[src/rtl/adc_seq_pkg.sv]
package adc_seq_pkg;
  localparam int NUM_CHANNELS = 16;
  localparam int CH_W = $clog2(NUM_CHANNELS);
  localparam int RES_W = 10;
  localparam int ADDR_W = CH_W + 2;
  localparam int SAMPLE_TICKS = 8;
  localparam int CONV_TICKS = 20;
  localparam int PRESC_W = 3;

  localparam logic [ADDR_W-1:0] A_SEQ   = ADDR_W'(2 * NUM_CHANNELS + 0);
  localparam logic [ADDR_W-1:0] A_CLK   = ADDR_W'(2 * NUM_CHANNELS + 1);
  localparam logic [ADDR_W-1:0] A_THI_H = ADDR_W'(2 * NUM_CHANNELS + 2);
  localparam logic [ADDR_W-1:0] A_THI_L = ADDR_W'(2 * NUM_CHANNELS + 3);
  localparam logic [ADDR_W-1:0] A_TLO_H = ADDR_W'(2 * NUM_CHANNELS + 4);
  localparam logic [ADDR_W-1:0] A_TLO_L = ADDR_W'(2 * NUM_CHANNELS + 5);
  localparam logic [ADDR_W-1:0] A_IEN   = ADDR_W'(2 * NUM_CHANNELS + 6);
  localparam logic [ADDR_W-1:0] A_STAT  = ADDR_W'(2 * NUM_CHANNELS + 7);

  typedef enum logic [1:0] {ST_IDLE, ST_SAMP, ST_CONV} seqState_e;

  // strobes from sequencing control to the register datapath
  typedef struct packed {
    logic            capture;
    logic            runDone;
    logic [CH_W-1:0] chan;
  } seqStrobe_t;
endpackage

[src/rtl/adc_seq_ctrl.sv]
module adc_seq_ctrl
  import adc_seq_pkg::*;
#(
  parameter int SAMP_T = SAMPLE_TICKS,
  parameter int CONV_T = CONV_TICKS,
  parameter int PW     = PRESC_W
) (
  input  logic            clk,
  input  logic            rstN,
  input  logic            start,
  input  logic [CH_W-1:0] startCh,
  input  logic [PW-1:0]   presc,
  output logic            sampleEn,
  output logic            convertEn,
  output logic [CH_W-1:0] chanSel,
  output seqStrobe_t      stb
);
  localparam int DIV_MAX = 2 * (1 << PW);
  localparam int DIV_W   = $clog2(DIV_MAX + 1);
  localparam int PH_MAX  = (SAMP_T > CONV_T) ? SAMP_T : CONV_T;
  localparam int PH_W    = $clog2(PH_MAX + 1);

  seqState_e        state;
  logic [CH_W-1:0]  chan;
  logic [DIV_W-1:0] divCnt;
  logic [DIV_W-1:0] divLimit;
  logic [PH_W-1:0]  phaseCnt;
  logic             tick;
  logic             sampDone;
  logic             convDone;
  logic             lastChan;

  assign divLimit = (DIV_W'(presc) + DIV_W'(1)) << 1;
  assign tick     = (divCnt == divLimit - DIV_W'(1));
  assign sampDone = (state == ST_SAMP) && tick && (phaseCnt == PH_W'(SAMP_T - 1));
  assign convDone = (state == ST_CONV) && tick && (phaseCnt == PH_W'(CONV_T - 1));
  assign lastChan = (chan == CH_W'(NUM_CHANNELS - 1));

  always_ff @(posedge clk or negedge rstN) begin
    if (!rstN) begin
      state    <= ST_IDLE;
      chan     <= '0;
      divCnt   <= '0;
      phaseCnt <= '0;
    end else begin
      case (state)
        ST_IDLE: begin
          if (start) begin
            state    <= ST_SAMP;
            chan     <= startCh;
            divCnt   <= '0;
            phaseCnt <= '0;
          end
        end
        ST_SAMP: begin
          divCnt <= tick ? '0 : divCnt + DIV_W'(1);
          if (sampDone) begin
            state    <= ST_CONV;
            phaseCnt <= '0;
          end else if (tick) begin
            phaseCnt <= phaseCnt + PH_W'(1);
          end
        end
        ST_CONV: begin
          divCnt <= tick ? '0 : divCnt + DIV_W'(1);
          if (convDone) begin
            phaseCnt <= '0;
            if (lastChan) begin
              state <= ST_IDLE;
            end else begin
              state <= ST_SAMP;
              chan  <= chan + CH_W'(1);
            end
          end else if (tick) begin
            phaseCnt <= phaseCnt + PH_W'(1);
          end
        end
        default: state <= ST_IDLE;
      endcase
    end
  end

  assign sampleEn    = (state == ST_SAMP);
  assign convertEn   = (state == ST_CONV);
  assign chanSel     = chan;
  assign stb.capture = convDone;
  assign stb.runDone = convDone && lastChan;
  assign stb.chan    = chan;
endmodule

[src/rtl/adc_seq_dpath.sv]
module adc_seq_dpath
  import adc_seq_pkg::*;
#(
  parameter int PW = PRESC_W
) (
  input  logic              clk,
  input  logic              rstN,
  input  logic              wrEn,
  input  logic [ADDR_W-1:0] wrAddr,
  input  logic [7:0]        wrData,
  input  logic [ADDR_W-1:0] rdAddr,
  output logic [7:0]        rdData,
  input  logic [RES_W-1:0]  convResult,
  input  seqStrobe_t        stb,
  output logic [CH_W-1:0]   startCh,
  output logic [PW-1:0]     presc,
  output logic              irq
);
  logic [RES_W-1:0] resMem [NUM_CHANNELS];
  logic [CH_W-1:0]  wdCh;
  logic [RES_W-1:0] thrHi;
  logic [RES_W-1:0] thrLo;
  logic             eocIe;
  logic             wdIe;
  logic             eocFlag;
  logic             wdFlag;
  logic             watched;
  logic             outside;
  logic             wdHit;
  logic             statWr;
  logic [CH_W-1:0]  rdCh;

  assign watched = (stb.chan == wdCh) || (stb.chan == wdCh + CH_W'(1));
  assign outside = (convResult > thrHi) || (convResult < thrLo);
  assign wdHit   = stb.capture && watched && outside;
  assign statWr  = wrEn && (wrAddr == A_STAT);

  // result store, one slot per channel
  for (genvar g = 0; g < NUM_CHANNELS; g++) begin : g_slot
    always_ff @(posedge clk or negedge rstN) begin
      if (!rstN) resMem[g] <= '0;
      else if (stb.capture && stb.chan == CH_W'(g)) resMem[g] <= convResult;
    end
  end

  always_ff @(posedge clk or negedge rstN) begin
    if (!rstN) begin
      startCh <= '0;
      wdCh    <= '0;
      presc   <= '0;
      thrHi   <= '0;
      thrLo   <= '0;
      eocIe   <= 1'b0;
      wdIe    <= 1'b0;
    end else if (wrEn) begin
      case (wrAddr)
        A_SEQ: begin
          startCh <= wrData[7:4];
          wdCh    <= wrData[3:0];
        end
        A_CLK:   presc <= wrData[7:8-PW];
        A_THI_H: thrHi[RES_W-1:2] <= wrData;
        A_THI_L: thrHi[1:0] <= wrData[7:6];
        A_TLO_H: thrLo[RES_W-1:2] <= wrData;
        A_TLO_L: thrLo[1:0] <= wrData[7:6];
        A_IEN: begin
          eocIe <= wrData[0];
          wdIe  <= wrData[1];
        end
        default: ;
      endcase
    end
  end

  // sticky flags: a hardware set wins over a software clear in the same cycle
  always_ff @(posedge clk or negedge rstN) begin
    if (!rstN) begin
      eocFlag <= 1'b0;
      wdFlag  <= 1'b0;
    end else begin
      if (stb.runDone)               eocFlag <= 1'b1;
      else if (statWr && wrData[0])  eocFlag <= 1'b0;
      if (wdHit)                     wdFlag  <= 1'b1;
      else if (statWr && wrData[1])  wdFlag  <= 1'b0;
    end
  end

  assign irq  = (eocFlag && eocIe) || (wdFlag && wdIe);
  assign rdCh = rdAddr[CH_W:1];

  always_comb begin
    rdData = 8'h00;
    if (!rdAddr[ADDR_W-1]) begin
      if (rdAddr[0]) rdData = {resMem[rdCh][1:0], 6'b0};
      else           rdData = resMem[rdCh][RES_W-1:2];
    end else begin
      case (rdAddr)
        A_SEQ:   rdData = {startCh, wdCh};
        A_CLK:   rdData = {presc, {(8-PW){1'b0}}};
        A_THI_H: rdData = thrHi[RES_W-1:2];
        A_THI_L: rdData = {thrHi[1:0], 6'b0};
        A_TLO_H: rdData = thrLo[RES_W-1:2];
        A_TLO_L: rdData = {thrLo[1:0], 6'b0};
        A_IEN:   rdData = {6'b0, wdIe, eocIe};
        A_STAT:  rdData = {6'b0, wdFlag, eocFlag};
        default: rdData = 8'h00;
      endcase
    end
  end
endmodule

[src/rtl/adc_sequencer.sv]
module adc_sequencer
  import adc_seq_pkg::*;
(
  input  logic              clk,
  input  logic              rstN,
  input  logic              wrEn,
  input  logic [ADDR_W-1:0] wrAddr,
  input  logic [7:0]        wrData,
  input  logic [ADDR_W-1:0] rdAddr,
  output logic [7:0]        rdData,
  input  logic              start,
  input  logic [RES_W-1:0]  convResult,
  output logic [CH_W-1:0]   chanSel,
  output logic              sampleEn,
  output logic              convertEn,
  output logic              irq
);
  seqStrobe_t         seqStb;
  logic [CH_W-1:0]    startCh;
  logic [PRESC_W-1:0] presc;

  adc_seq_ctrl ctrl_i (
    .clk(clk), .rstN(rstN), .start(start), .startCh(startCh), .presc(presc),
    .sampleEn(sampleEn), .convertEn(convertEn), .chanSel(chanSel), .stb(seqStb)
  );

  adc_seq_dpath dpath_i (
    .clk(clk), .rstN(rstN), .wrEn(wrEn), .wrAddr(wrAddr), .wrData(wrData),
    .rdAddr(rdAddr), .rdData(rdData), .convResult(convResult), .stb(seqStb),
    .startCh(startCh), .presc(presc), .irq(irq)
  );
endmodule

[config.mk]
export PLATFORM = sky130hd
export DESIGN_NAME = adc_sequencer
export DESIGN_NICKNAME = d
export VERILOG_FILES = /design/src/rtl/adc_seq_pkg.sv /design/src/rtl/adc_seq_ctrl.sv /design/src/rtl/adc_seq_dpath.sv /design/src/rtl/adc_sequencer.sv
export SDC_FILE = /design/constraint.sdc
export NUM_CORES = 1
export LEC_CHECK = 0
export BUFFER_PORTS_ARGS = -buffer_cell sky130_fd_sc_hd__buf_2
export CORE_MARGIN = 5
export CORE_UTILIZATION = 30
export DETAILED_ROUTE_END_ITERATION = 7
export PLACE_DENSITY = 0.51
export SLEW_MARGIN = 10
export SYNTH_ARGS = -nofsm -noshare
export SYNTH_HDL_FRONTEND = slang
export SYNTH_SLANG_ARGS = --single-unit
export TNS_END_PERCENT = 20
[constraint.sdc]
create_clock -name clk -period 5.9 [get_ports clk]
set_input_delay 0.295 -clock clk [delete_from_list [all_inputs] [get_ports clk]]
set_output_delay 0.295 -clock clk [all_outputs]
set_load 0.01 [all_outputs]
# == Word level (Yosys, flattened, before mapping) ==
# Cells that the tools add are included.
# totals
register_bits,211
inputBits,34
out_inout_bits,15
wordCells,158
# op_classes
add_sub_neg,6
order_cmp,3
eq_ne,42
n_mux,26
bitwise,1
n_reduce_logical,49
# ops
operator,n
"6-bit == test, second input constant",16
8-bit one-hot mux with 8 select lines,1
10-bit binary-select mux with 4-bit select,1
"4-bit == test, second input constant",8
1-bit logical AND,27
5-bit 2-to-1 mux,5
10-bit 2-to-1 mux,2
2-bit AND reduction,9
"4-bit by 3-bit == test with 1-bit output, second input constant",4
8-bit 2-to-1 mux,2
5-bit one-hot mux with 3 select lines,1
4-bit 2-to-1 mux,3
"5-bit by 1-bit adder with 5-bit output, second input constant",2
10-bit > comparator,1
10-bit < comparator,1
5-bit one-hot mux with 2 select lines,1
"4-bit by 1-bit adder with 4-bit output, second input constant",2
"4-bit by 2-bit == test with 1-bit output, second input constant",2
4-bit == test,2
4-bit one-hot mux with 2 select lines,1
2-bit nonzero test,4
2-bit 2-to-1 mux,3
2-bit one-hot mux with 3 select lines,1
"5-bit by 3-bit == test with 1-bit output, second input constant",1
19 further kinds,27

# == Longest topological paths before layout ==
# Gate-level depths: netlist (run 1).
# depth
depth_word,8
mapped_depth,11
ltp_nobuf,9

# == Modules after synthesis ==
# From an unflattened synthesis (run 1), not the netlist that was laid out.
# unflattened
hier_cells,839
area_unflattened_um2,10879.2
# modules_own_cells
mod,instances,cells_each,area_per_inst_um2,seq_area_each_um2
adc_seq_dpath,1,693,9595.5,4879.7
adc_seq_ctrl,1,146,1283.7,400.4

# == Worst setup path after synthesis (run 1) ==
# No wires, ideal clock.
# synth_timing
path_kind,register -> register
from,register dpath_i.presc[1]
to,register dpath_i.resMem[100] (netlist bit)
setup_time_ns,0.125
arrival_time_ns,2.496
required_time_ns,5.775
path_slack_ns,3.280
path_stages_with_launch,8
path_buffers,0
period_less_slack_ns,2.620
cell_sequence,dfrtp_1 -> ha_1 -> xnor3_1 -> and4_2 -> nand3_2 -> nor4b_4 -> nand2_2 -> mux2_2
# synth_via
elab_chain_cells,6
# synth_rtl
element,line_no,text
"start, declared",adc_seq_dpath.sv:16,"output logic [PW-1:0] presc,"
"start signal, assigned",adc_seq_dpath.sv:61,A_CLK: presc <= wrData[7:8-PW];
3-bit by 1-bit adder with 4-bit output,adc_seq_ctrl.sv:33,assign divLimit = (DIV_W'(presc) + DIV_W'(1)) << 1;
5-bit by 1-bit subtractor with 5-bit output,adc_seq_ctrl.sv:34,assign tick = (divCnt == divLimit - DIV_W'(1));
5-bit == test,adc_seq_ctrl.sv:34,
1-bit logical AND (2 in series),adc_seq_ctrl.sv:36,assign convDone = (state == ST_CONV) && tick && (phaseCnt == PH_W'(CONV_T - 1));
1-bit logical AND,adc_seq_dpath.sv:42,else if (stb.capture && stb.chan == CH_W'(g)) resMem[g] <= convResult;
"end signal, assigned by index",adc_seq_dpath.sv:42,
"end, declared",adc_seq_dpath.sv:19,logic [RES_W-1:0] resMem [NUM_CHANNELS];
# Every way passes these cells.
# A chain may end at the register's enable or synchronous reset.

# == Final worst setup path (run 1) ==
# layout_timing
from,input port rdAddr[1]
to,output port rdData[6]
# layout_via
elab_chain_cells,6
word_cells_on_any_way,15
cone_classes,8 x eq/ne; 6 x mux; 1 x bitwise
# layout_rtl
element,line_no,text
"start, declared",adc_sequencer.sv:9,"input logic [ADDR_W-1:0] rdAddr,"
4-bit NOT with 5-bit output (implied by the code),"adc_seq_dpath.sv:94, adc_seq_dpath.sv:95",
10-bit binary-select mux with 4-bit select,"adc_seq_dpath.sv:94, adc_seq_dpath.sv:95",
10-bit 2-to-1 mux (implied by the code) (2 in series),adc_seq_dpath.sv:94,"if (rdAddr[0]) rdData = {resMem[rdCh][1:0], 6'b0};"
8-bit 2-to-1 mux,adc_seq_dpath.sv:94,
8-bit 2-to-1 mux *,adc_seq_dpath.sv:93,if (!rdAddr[ADDR_W-1]) begin
"end, declared",adc_sequencer.sv:10,"output logic [7:0] rdData,"
# Every way passes the cells marked *; elsewhere a longest branch is shown, timed or not. The select of a mux whose other input is x is not followed.

==> results of run 1 <==
worst max path at each step:
stage / startpoint / end / slack [ns] / cells after the start
final: rdAddr[1] / rdData[6] / 2.42 / 8
after global routing: rdAddr[1] / rdData[6] / 2.22 / 8
after CTS: rdAddr[1] / rdData[6] / 2.36 / 8
after detailed placement: rdAddr[1] / rdData[6] / 2.37 / 8
after global placement: rdAddr[1] / rdData[6] / 2.38 / 8
after floorplan: dpath_i.presc[1] / dpath_i.resMem[100] / 3.28 / 7
synth_stat cells, types with 4 or more instances:
library cell,instances
clkbuf_1,24
inv_1,38
mux4_2,44
or3_1,9
o221ai_1,4
a22oi_1,4
a221o_1,4
a31oi_1,5
a21oi_1,14
o211ai_1,5
xor2_1,5
nand2_2,12
ha_1,31
buf_4,5
nand4_1,6
nor2b_1,6
buf_1,4
xnor2_1,4
nand3_1,16
a22o_1,4
nor2_1,24
mux2_2,181
nor3_1,7
dfrtp_1,211
mux2i_1,15
nand2_1,43
buf_2,10
o21ai_0,32
nand2b_1,9
critical path, stage by stage:
cell and delay [ns]:
buf_4 0.46, buf_4 0.60, mux4_2 0.58, mux4_2 0.50
inv_1 0.09, o21ai_0 0.10, a221o_1 0.40, buf_2 0.16
cells by family after synthesis:
| logic type | synth area share |
|---|---|
| buf+inv | 0.0310 |
| mux | 0.294 |
| flops | 0.488 |
| compound gates | 0.0600 |
| fa+ha+maj | 0.0358 |
| simple gates | 0.0820 |
| xor+xnor | 0.00937 |
layout by cell type (no fill, tap or decap), types with 7 or more instances in the layout:
cell type / netlist / layout
nand2_2: 12 / 12
nor2_1: 24 / 24
inv_1: 38 / 38
o21ai_0: 32 / 32
nand3_1: 16 / 16
clkbuf_8: 0 / 9
nor3_1: 7 / 7
buf_2: 10 / 46
clkbuf_16: 0 / 24
nand2b_1: 9 / 9
mux2_2: 181 / 181
mux4_2: 44 / 44
ha_1: 31 / 31
a21oi_1: 14 / 14
or3_1: 9 / 9
nand2_1: 43 / 43
mux2i_1: 15 / 15
dfrtp_1: 211 / 211
metrics by stage:
step           cell area [um2]  hold WS (ns)
6_report                 12400        0.0289
5_1_grt                  12400        0.0329
4_1_cts                  12400       0.00967
3_5_place_dp             11500         0.337
3_3_place_gp             11500         0.346
2_1_floorplan            10800     -0.000591
area by class of cell:
type	instances	area [um2]
clock buffer	35	732
clock inverter	9	120
fill	3494	23200
inverter	38	143
multi-input combinational	536	5200
sequential	211	5280
tap	461	577
timing repair buffer	55	320
power groups by stage:
stage          clock, mW  combinational (mW)  sequential (mW)
6_report            1.57               0.631             1.68
5_1_grt             1.67               0.706             1.70
3_5_place_dp           0               0.637             1.71
2_1_floorplan          0               0.492             1.65
3_3_place_gp           0               0.630             1.70
4_1_cts             1.61               0.640             1.68
state kept, by name, indices dropped and copies added (netlist names), 2 cells and up:
register	flops
ctrl_i.chanSel	4
dpath_i.wdCh	4
dpath_i.thrLo	10
dpath_i.thrHi	10
ctrl_i.state	2
dpath_i.resMem	160
ctrl_i.phaseCnt	5
dpath_i.presc	3
ctrl_i.divCnt	5
dpath_i.startCh	4
per-layer routing:
metal / global-route usage / vias up / wire length [um]
met5: 0 / - / 12
met4: 0.0231 / 2 / 379
met3: 0.0227 / 31 / 1100
met2: 0.234 / 100 / 13300
met1: 0.205 / 3565 / 13300
li1: - / 3131 / -
what timing repair did:
item	CTS	global route
hold buffers	1	0
hold endpoints to repair	80	0
setup endpoints to repair	0	0
buffers inserted	0	0
==> metrics.md, run 1 <==
| Metric | Value |
|---|---|
| FP Rows | `a little under 70` |
| R2r setup slk | `approximately 2.5 ns` |
| Final worst setup slack | `~2.4 ns` |
| Ys Warns | `0` |
| Top FF cell, synth | `dfrtp_1` |
| Unique masters post-synth | `61` |
| Measured slew at the worst slew-check pin | `around 0.82 ns` |
| Post-synth EDFFs | `0` |
| Comb power frac | `0.163` |
| Register-to-Register Path Depth | `7` |
| Crit end category | `output pin` |
| DRT iter0 DRCs | `between 400 and 500` |
| Final setup viols | `0` |
| CTS tree | `built` |
| HP Start | `wrData[5]` |
| Hold Crit Depth | `3` |
| Number of global-route vias before repair | `roughly 7.2k` |
| Area of the core | `0.0356 mm2` |
| GR Util All Layers | `0.143` |
| Fin. max-slew vios | `0` |
| Pre-CTS setup slack | `approximately 2.4 ns` |
| Post-layout util | `0.348` |
| DRT Pass-1 Iters | `4` |
| CP startpoint kind | `primary input` |
| DP HPWL | `18400 um` |
| Status | `completed` |
| Achievable Freq | `~0.29 GHz` |
| Crit path required time | `5.61 ns` |
| Sequential share of the synthesized area | `0.488` |
| Psw | `1.08 mW` |
| CTS sink count | `211` |
| Largest net degree at the start of global routing | `between 100 and 150` |
| DRC viols | `0` |
| Relative slew slack | `0.449` |
| TNS Setup | `0 ns` |
| P&R area growth vs syn | `14.4%` |
| Max Clock Skew | `roughly 0.026 ns` |
| Pwr Total | `approximately 3.9 mW` |
| Layout cell share with drive strength beyond 1 | `0.396` |
| Clk_lat worst skew | `about 0.54 ns` |
| #FFs+latches synth | `around 210` |
| Die area | `~0.040 mm2` |
| Port Buffer Count | `48` |
| Crit-path max FO | `34` |
| Root buffer cell | `clkbuf_16` |
| Via/cell ratio | `5.08` |
| TritonCTS Buffers | `24` |
| Leading area contributor after synthesis | `dfrtp_1` |
| MaxCap Viol Count | `0` |
| Post-synth net total | `893` |
| Final antenna-violating net count | `0` |
| Share of the synthesized area in the top cell type | `0.488` |
| Initial antenna violation count | `1` |
| Clock buffer depth | `3` |
| Net count, final | `between 900 and 1k` |
| VDD IR-drop max | `roughly 260 uV` |
| Capturing point of the worst reg2reg path | `dpath_i.resMem[0]` |
| DIE WIDTH | `200 um` |
| Cell Pwr Density | `roughly 310 mW/mm2` |
| Synthesized cell area | `between 0.01 and 0.015 mm2` |
| Initial core utilization | `0.304` |
| Cts repair resizes | `0` |
| Tcrit/Tclk final | `0.590` |
| Die height | `between 150 and 200 um` |
| RSZ-0062 raised after global routing | `false` |
| Ant. Diodes | `0` |
| Wirelength per Cell | `around 21 um` |
| Total number of H-tree levels | `1` |
| Switching part of the total power | `0.278` |
| Gr ovfl total | `0` |
| First-pass GRT wire length | `~44000 um` |
| Routed vias | `around 6.8k` |
| Synth top area cells | `dfrtp_1 49%, mux2_2 19%, mux4_2 9.2%, ha_1 3.6%, nand2_1 1.5%` |
| Hold endpoint | `dpath_i.thrHi[7]` |
| Post-synth ARST share | `1.00` |
| Synth Area per Inst | `about 13 um2` |
| Lkg Pwr | `approximately 5.2 nW` |
| Worst Path Arrival | `3.19 ns` |
| Placed Cells | `about 1.3k` |
| RR Startpoint | `dpath_i.presc[0]` |
| Fin. Hold Viols | `0` |
| Placer Congestion | `approximately 0.80` |
| Io pins | `49` |
| P_int | `2.80 mW` |
| Final std cells w/o fill | `about 1.3k` |
| DRT Wirelength | `28100 um` |
| Post-layout min period | `approximately 3.5 ns` |
| Hold Crit Class | `in2reg` |
| Clock transition at the registers of the reported paths | `about 0.060 ns` |
| Critical path class | `in2out` |
| Reg power frac | `0.433` |
| Gate Count Post-Synth | `between 800 and 900` |
| Clock share of power | `0.404` |
Power figures use the tool's default switching activity.
==> run 2, diff against run 1 <==
--- a/config.mk
+++ b/config.mk
@@ -5,11 +5,12 @@
 export SDC_FILE = /design/constraint.sdc
 export NUM_CORES = 1
 export LEC_CHECK = 0
+export ABC_AREA = 1
 export BUFFER_PORTS_ARGS = -buffer_cell sky130_fd_sc_hd__buf_2
 export CORE_MARGIN = 5
 export CORE_UTILIZATION = 30
 export DETAILED_ROUTE_END_ITERATION = 7
-export PLACE_DENSITY = 0.51
+export PLACE_DENSITY = 0.52
 export SLEW_MARGIN = 10
 export SYNTH_ARGS = -nofsm -noshare
 export SYNTH_HDL_FRONTEND = slang
==> constraint.sdc (replaced) <==
create_clock -name clk -period 3.1 [get_ports clk]
set_input_delay 0.155 -clock clk [delete_from_list [all_inputs] [get_ports clk]]
set_output_delay 0.155 -clock clk [all_outputs]
set_load 0.01 [all_outputs]
==> run 2 against run 1 <==
Non-clock buffer count grew 29. Cell area shrank 0.33%. Largest cell class unchanged. Largest power group unchanged. Power grew 84%. Routed wire length grew 15%. Flip-flop and latch count is the same. Highest routed layer is now met4. Die area shrank 0.92%. Utilization grew 0.053 points. Sequential power grew 80%.
==> metrics.md, run 2 <==
| Metric | Value |
|---|---|
| Status | `completed` |
| Worst stage delay on the critical path | `roughly 0.44 ns` |
| Pre-CTS setup slack | `0.501 ns` |
| Post-synth net total | `1414` |
| Placer Congestion | `0.884` |
| TNS Setup | `0 ns` |
| Crit-path slowest cell | `dfrtp_1` |
| Capturing point of the worst reg2reg path | `dpath_i.resMem[67]` |
| Leading area contributor after synthesis | `dfrtp_1` |
| Achievable Freq | `0.380 GHz` |
| Worst Path Arrival | `around 3 ns` |
| RSZ-0062 raised after global routing | `false` |
| Switching part of the total power | `0.293` |
| Reg with most FFs | `dpath_i.resMem` |
| Pwr Total | `between 7 and 8 mW` |
| Fill count | `~3.8k` |
| First-pass GRT wire length | `51200 um` |
| Placed Area | `around 0.011 mm2` |
| Post-layout util | `0.348` |
| Crit path required time | `around 3.5 ns` |
| RR Startpoint | `dpath_i.presc[0]` |
| Final instance area | `0.0123 mm2` |
| Max reg flops | `160` |
| Number of global-route vias before repair | `roughly 8.9k` |
| Sequential share of the synthesized area | `0.493` |
| Lkg Pwr | `between 5 and 6 nW` |
| Clk_lat worst skew | `roughly 0.52 ns` |
| Buf/Inv on CP | `2` |
| Ys Warns | `0` |
| FP Rows | `just under 70` |
| Commonest cells post-synth | `303 x nand2_1, 211 x dfrtp_1, 195 x o21ai_0` |
| P&R area growth vs syn | `15.1%` |
| GR Util All Layers | `0.163` |
| MaxCap Viol Count | `0` |
| Ant. Diodes | `0` |
| Most common cell after layout, fill and taps aside | `nand2_1` |
| Via/cell ratio | `4.98` |
| Die height | `roughly 200 um` |
| Final std cells w/o fill | `~1.9k` |
| Top Registers | `dpath_i.resMem x160, dpath_i.thrHi x10, dpath_i.thrLo x10` |
| Io pins | `49` |
| Post-synth EDFFs | `0` |
| #FFs+latches synth | `~210` |
| Clock buffer depth | `3` |
| Gr ovfl total | `0` |
| VDD IR-drop max | `about 360 uV` |
| Unique masters post-synth | `36` |
| Post-synth ARST share | `1.00` |
| Most frequent CP cell | `nand4_1` |
| HP Start | `wrAddr[2]` |
| Clock share of power | `0.417` |
| DRT Wirelength | `between 30000 and 40000 um` |
| Delay-heaviest family, CP | `simple AND/OR/NAND/NOR gates` |
| Final hold slack | `between 0.07 and 0.08 ns` |
| Crit-path max FO | `20` |
| Relative slew slack | `0.448` |
| R2r setup slk | `~0.47 ns` |
| Crit. path cell count | `9` |
| Register-to-Register Path Depth | `9` |
| Port Buffer Count | `between 40 and 50` |
| Max Clock Skew | `about 0.010 ns` |
| Comb power frac | `0.159` |
| CP startpoint kind | `flop` |
| Synth Area per Inst | `about 8 um2` |
| Routed vias | `approximately 9k` |
| Count leader, synth | `nand2_1` |
| Largest net degree at the start of global routing | `100` |
| CTS sink count | `211` |
| Measured slew at the worst slew-check pin | `approximately 0.83 ns` |
| Final antenna-violating net count | `0` |
| Synthesized cell area | `roughly 0.011 mm2` |
| Root buffer cell | `clkbuf_16` |
| Cell chain of the critical path | `ha_1, inv_1, nand4_1, nand4_1, nand4_2, inv_2, nand3_2, nand2_1, o21ai_1` |
| TritonCTS Buffers | `25` |
| Post-layout min period | `2.63 ns` |
| Synth top area cells | `dfrtp_1 49%, nand2_1 11%, o21ai_0 9.1%, nor2_1 5.7%, o21ai_1 4.2%` |
| Wirelength per Cell | `between 15 and 20 um` |
| Final setup viols | `0` |
| Total number of H-tree levels | `1` |
| DRT iter0 DRCs | `730` |
| Cell Pwr Density | `~580 mW/mm2` |
| Critical path class | `reg2reg` |
| Placed Cells | `1805` |
| Post-CTS setup buffers | `0` |
| Gate Count Post-Synth | `1349` |
| Tcrit/Tclk final | `0.848` |
| DRT Pass-1 Iters | `5` |
| Share of the synthesized area in the top cell type | `0.493` |
| Final worst setup slack | `~0.47 ns` |
| Initial core utilization | `0.303` |
| DRC viols | `0` |
| Top FF cell, synth | `dfrtp_1` |
| P_int | `just over 5 mW` |
| Hold endpoint | `dpath_i.thrHi[0]` |
| Initial antenna violation count | `0` |
| Fin. max-slew vios | `0` |
| Crit end category | `flop` |
| Psw | `2.09 mW` |
| Layout cell share with drive strength beyond 1 | `0.0952` |
| Net count, final | `1445` |
| Area of the core | `0.0354 mm2` |
| Hold Crit Depth | `6` |
| Reg power frac | `0.424` |
| Clock transition at the registers of the reported paths | `~0.06 ns` |
| Most frequent cells in the layout | `303 x nand2_1, 211 x dfrtp_1, 195 x o21ai_0` |
| DIE WIDTH | `~200 um` |
| Die area | `roughly 0.04 mm2` |
| DP HPWL | `roughly 22000 um` |
| Fin. Hold Viols | `0` |
| Hold Crit Class | `in2reg` |
| CTS tree | `built` |
## run 2: timing repair
action	4_1_cts	5_1_grt
hold buffers	9	0
hold endpoints to repair	119	0
gates resized for setup	0	0
## run 2: cell families (layout without fill, tap and decap cells)
| group | Yosys count | after routing | share of synthesized area |
|---|---|---|---|
| AND/OR/NAND/NOR | 566 | 566 | 0.218 |
| XOR/XNOR | 13 | 13 | 0.0106 |
| AO/OA/AOI/OAI | 353 | 353 | 0.174 |
| flip-flops | 211 | 211 | 0.493 |
| buffers and inverters | 175 | 223 | 0.0688 |
| adder cells (fa/ha/maj) | 31 | 31 | 0.0362 |
## run 2: worst max path at each step
stage                                endpoint  slack (ns)              from
after floorplan           dpath_i.resMem[130]        0.98   ctrl_i.state[0]
after global placement     dpath_i.resMem[67]        0.56  dpath_i.presc[0]
after detailed placement  dpath_i.resMem[154]        0.50  dpath_i.presc[0]
after CTS                 dpath_i.resMem[156]        0.47  dpath_i.presc[0]
after global routing      dpath_i.resMem[157]        0.17  dpath_i.presc[0]
final                      dpath_i.resMem[67]        0.47  dpath_i.presc[0]
## run 2: metal layers
metal	part of all wire	up-vias	track usage
li1	-	4533	-
met1	0.48	4443	0.238
met2	0.45	232	0.257
met3	0.053	41	0.0283
met4	0.019	0	0.0299
met5	0	-	0
## run 2: power groups by stage
stage               logic (mW)  clock network (mW)  registers (mW)
finish                    1.13                2.97            3.02
global route              1.29                3.16            3.04
CTS                       1.14                3.03            3.03
detailed placement        1.13                   0            3.07
global placement          1.12                   0            3.07
floorplan                0.788                   0            3.00
## run 2: worst min-delay path, delay by kind of cell
kind / cells / cell delay [ns]
AND/OR/NAND/NOR: 4 / 0.24
AO/OA/AOI/OAI: 1 / 0.07
buffers and inverters: 1 / 0.09
## run 2: cell type report
type                       instances  area, um2  area share
clock buffer                      36        737      0.0597
timing repair buffer              84        593      0.0481
multi-input combinational        963       4700       0.381
sequential                       211       5280       0.428
tap                              461        577      0.0468
inverter                          95        357      0.0289
clock inverter                     8       93.8     0.00761
==> run 3, diff against run 2 <==
--- a/config.mk
+++ b/config.mk
@@ -10,7 +10,7 @@
 export CORE_MARGIN = 5
 export CORE_UTILIZATION = 30
 export DETAILED_ROUTE_END_ITERATION = 7
-export PLACE_DENSITY = 0.52
+export PLACE_DENSITY = 0.51
 export SLEW_MARGIN = 10
 export SYNTH_ARGS = -nofsm -noshare
 export SYNTH_HDL_FRONTEND = slang
==> constraint.sdc (replaced) <==
create_clock -name clk -period 2.7 [get_ports clk]
set_input_delay 0.135 -clock clk [delete_from_list [all_inputs] [get_ports clk]]
set_output_delay 0.135 -clock clk [all_outputs]
set_load 0.01 [all_outputs]
==> run 3 against run 2 <==
Die area unchanged. Power increased by 18%. Clock-buffer cell count increased by 1. Non-clock buffer count increased by 18. Worst setup slack got worse by 0.15 ns. Flip-flop and latch count unchanged. Critical path depth unchanged. Utilization increased by 0.58 points. Clock power increased by 21%. Hold slack got worse by 0.050 ns. Sequential power increased by 14%. Cell area increased by 1.7%. Largest cell class unchanged.
==> metrics.md, run 3 (synthesized netlist as in run 2, its figures left out) <==
| Metric | Value |
|---|---|
| Status | `completed` |
| Hold Crit Depth | `4` |
| Initial core utilization | `0.303` |
| TNS Setup | `0 ns` |
| Wirelength per Cell | `~17 um` |
| CTS tree | `built` |
| Total number of H-tree levels | `1` |
| Die height | `199 um` |
| Ant. Diodes | `0` |
| Placer Congestion | `between 0.8 and 0.9` |
| DRT iter0 DRCs | `643` |
| Fin. max-slew vios | `0` |
| Final worst setup slack | `approximately 0.32 ns` |
| Hold Crit Class | `in2reg` |
| Final antenna-violating net count | `0` |
| Largest net degree at the start of global routing | `a little over 80` |
| Most common cell after layout, fill and taps aside | `nand2_1` |
| Fin. Hold Viols | `0` |
| Tcrit/Tclk final | `0.883` |
| Register-to-Register Path Depth | `9` |
| Crit path required time | `around 3 ns` |
| GR Util All Layers | `0.164` |
| DRT Pass-1 Iters | `5` |
| Post-layout min period | `around 2.4 ns` |
| DIE WIDTH | `approximately 200 um` |
| Pre-CTS setup slack | `between 0.2 and 0.3 ns` |
| Clock transition at the registers of the reported paths | `around 0.06 ns` |
| P&R area growth vs syn | `17.0%` |
| VDD IR-drop max | `around 450 uV` |
| Placed Cells | `1823` |
| Worst Path Arrival | `approximately 2.8 ns` |
| TritonCTS Buffers | `26` |
| Lkg Pwr | `roughly 6 nW` |
| Pwr Total | `roughly 8.4 mW` |
| Crit end category | `flop` |
| Area of the core | `0.0354 mm2` |
| First-pass GRT wire length | `approximately 52000 um` |
| CP startpoint kind | `flop` |
| Net count, final | `about 1.5k` |
| Layout cell share with drive strength beyond 1 | `0.107` |
| CTS sink count | `211` |
| Max reg flops | `between 150 and 200` |
| Reg with most FFs | `dpath_i.resMem` |
| Root buffer cell | `clkbuf_16` |
| R2r setup slk | `roughly 0.32 ns` |
| Max Clock Skew | `~0.016 ns` |
| Post-CTS setup buffers | `0` |
| Crit-path max FO | `20` |
| Top Registers | `dpath_i.resMem x160, dpath_i.thrHi x10, dpath_i.thrLo x10` |
| Port Buffer Count | `48` |
| Most frequent cells in the layout | `303 x nand2_1, 211 x dfrtp_1, 195 x o21ai_0` |
| RSZ-0062 raised after global routing | `false` |
| Cell Pwr Density | `about 670 mW/mm2` |
| Number of global-route vias before repair | `9060` |
| Die area | `a little under 0.04 mm2` |
| DRT Wirelength | `approximately 32000 um` |
| Routed vias | `slightly above 9k` |
| Gr ovfl total | `0` |
| Final hold slack | `~0.025 ns` |
| Via/cell ratio | `4.85` |
| Initial antenna violation count | `1` |
| Final std cells w/o fill | `between 1.5k and 2k` |
| FP Rows | `69` |
| DP HPWL | `around 22000 um` |
| Clk_lat worst skew | `~0.53 ns` |
| Clock buffer depth | `3` |
| Measured slew at the worst slew-check pin | `between 0.7 and 0.8 ns` |
| MaxCap Viol Count | `0` |
| Achievable Freq | `0.420 GHz` |
| Final setup viols | `0` |
| Critical path class | `reg2reg` |
| DRC viols | `0` |
| Io pins | `49` |
| Relative slew slack | `0.495` |
run 3: cell count changes in the layout (fill, tap and decap cells not counted):
cell       delta
buf_4        +17
clkbuf_8      -3
clkbuf_16     +2
clkinv_4      +1
clkbuf_1      +2
bufinv_16     +1
inv_2         -1
buf_12        +1
inv_4         +1
run 3: final cells by class:
cell class                 instances  area [um2]
timing repair buffer             102         741
clock buffer                      37         753
inverter                          95         359
multi-input combinational        963        4700
sequential                       211        5280
tap                              461         577
fill                            3766       22900
clock inverter                    10         133
run 3: metal layers:
| metal | track usage | up-vias | wire (um) |
|---|---|---|---|
| li1 | - | 4574 | - |
| met1 | 0.235 | 4310 | 15400 |
| met2 | 0.271 | 192 | 14800 |
| met3 | 0.0218 | 40 | 1440 |
| met4 | 0.0284 | 2 | 536 |
| met5 | 0 | - | 13 |
run 3: repair_timing:
item	in CTS	in global routing
setup endpoints to repair	0	31
gates resized for setup	0	2
hold endpoints to repair	107	0
hold buffers	9	0
run 3: final timing paths:
path | start | end
setup / recovery | dpath_i.presc[0] | dpath_i.resMem[143]
hold / removal | wrAddr[1] | dpath_i.thrLo[1]
setup reg to reg | dpath_i.presc[0] | dpath_i.resMem[143]
hold reg to reg | dpath_i.resMem[1] | dpath_i.resMem[1]
max in group asynchronous | rstN | ctrl_i.divCnt[0]
min in group asynchronous | rstN | dpath_i.resMem[11]
run 3: per-stage QoR:
step           instance area (um2)  utilization
2_1_floorplan                10700            -
3_3_place_gp                 11600        0.327
3_5_place_dp                 11600        0.327
4_1_cts                      12500        0.354
5_1_grt                      12500        0.354
6_report                     12500        0.354
run 3: worst max-delay path, cell delays in order, from the launching register on:
cell and delay [ns]:
dfrtp_1 0.38, ha_1 0.33, inv_1 0.11, nand4_1 0.11, nand4_1 0.27, nand4_2 0.19
inv_4 0.22, nand3_2 0.37, nand2_1 0.16, o21ai_1 0.08
run 3: power by group:
group / internal, mW / switching, mW
logic: 0.440 / 0.888
clock network: 2.22 / 1.37
registers: 3.29 / 0.165
total: 5.95 / 2.42
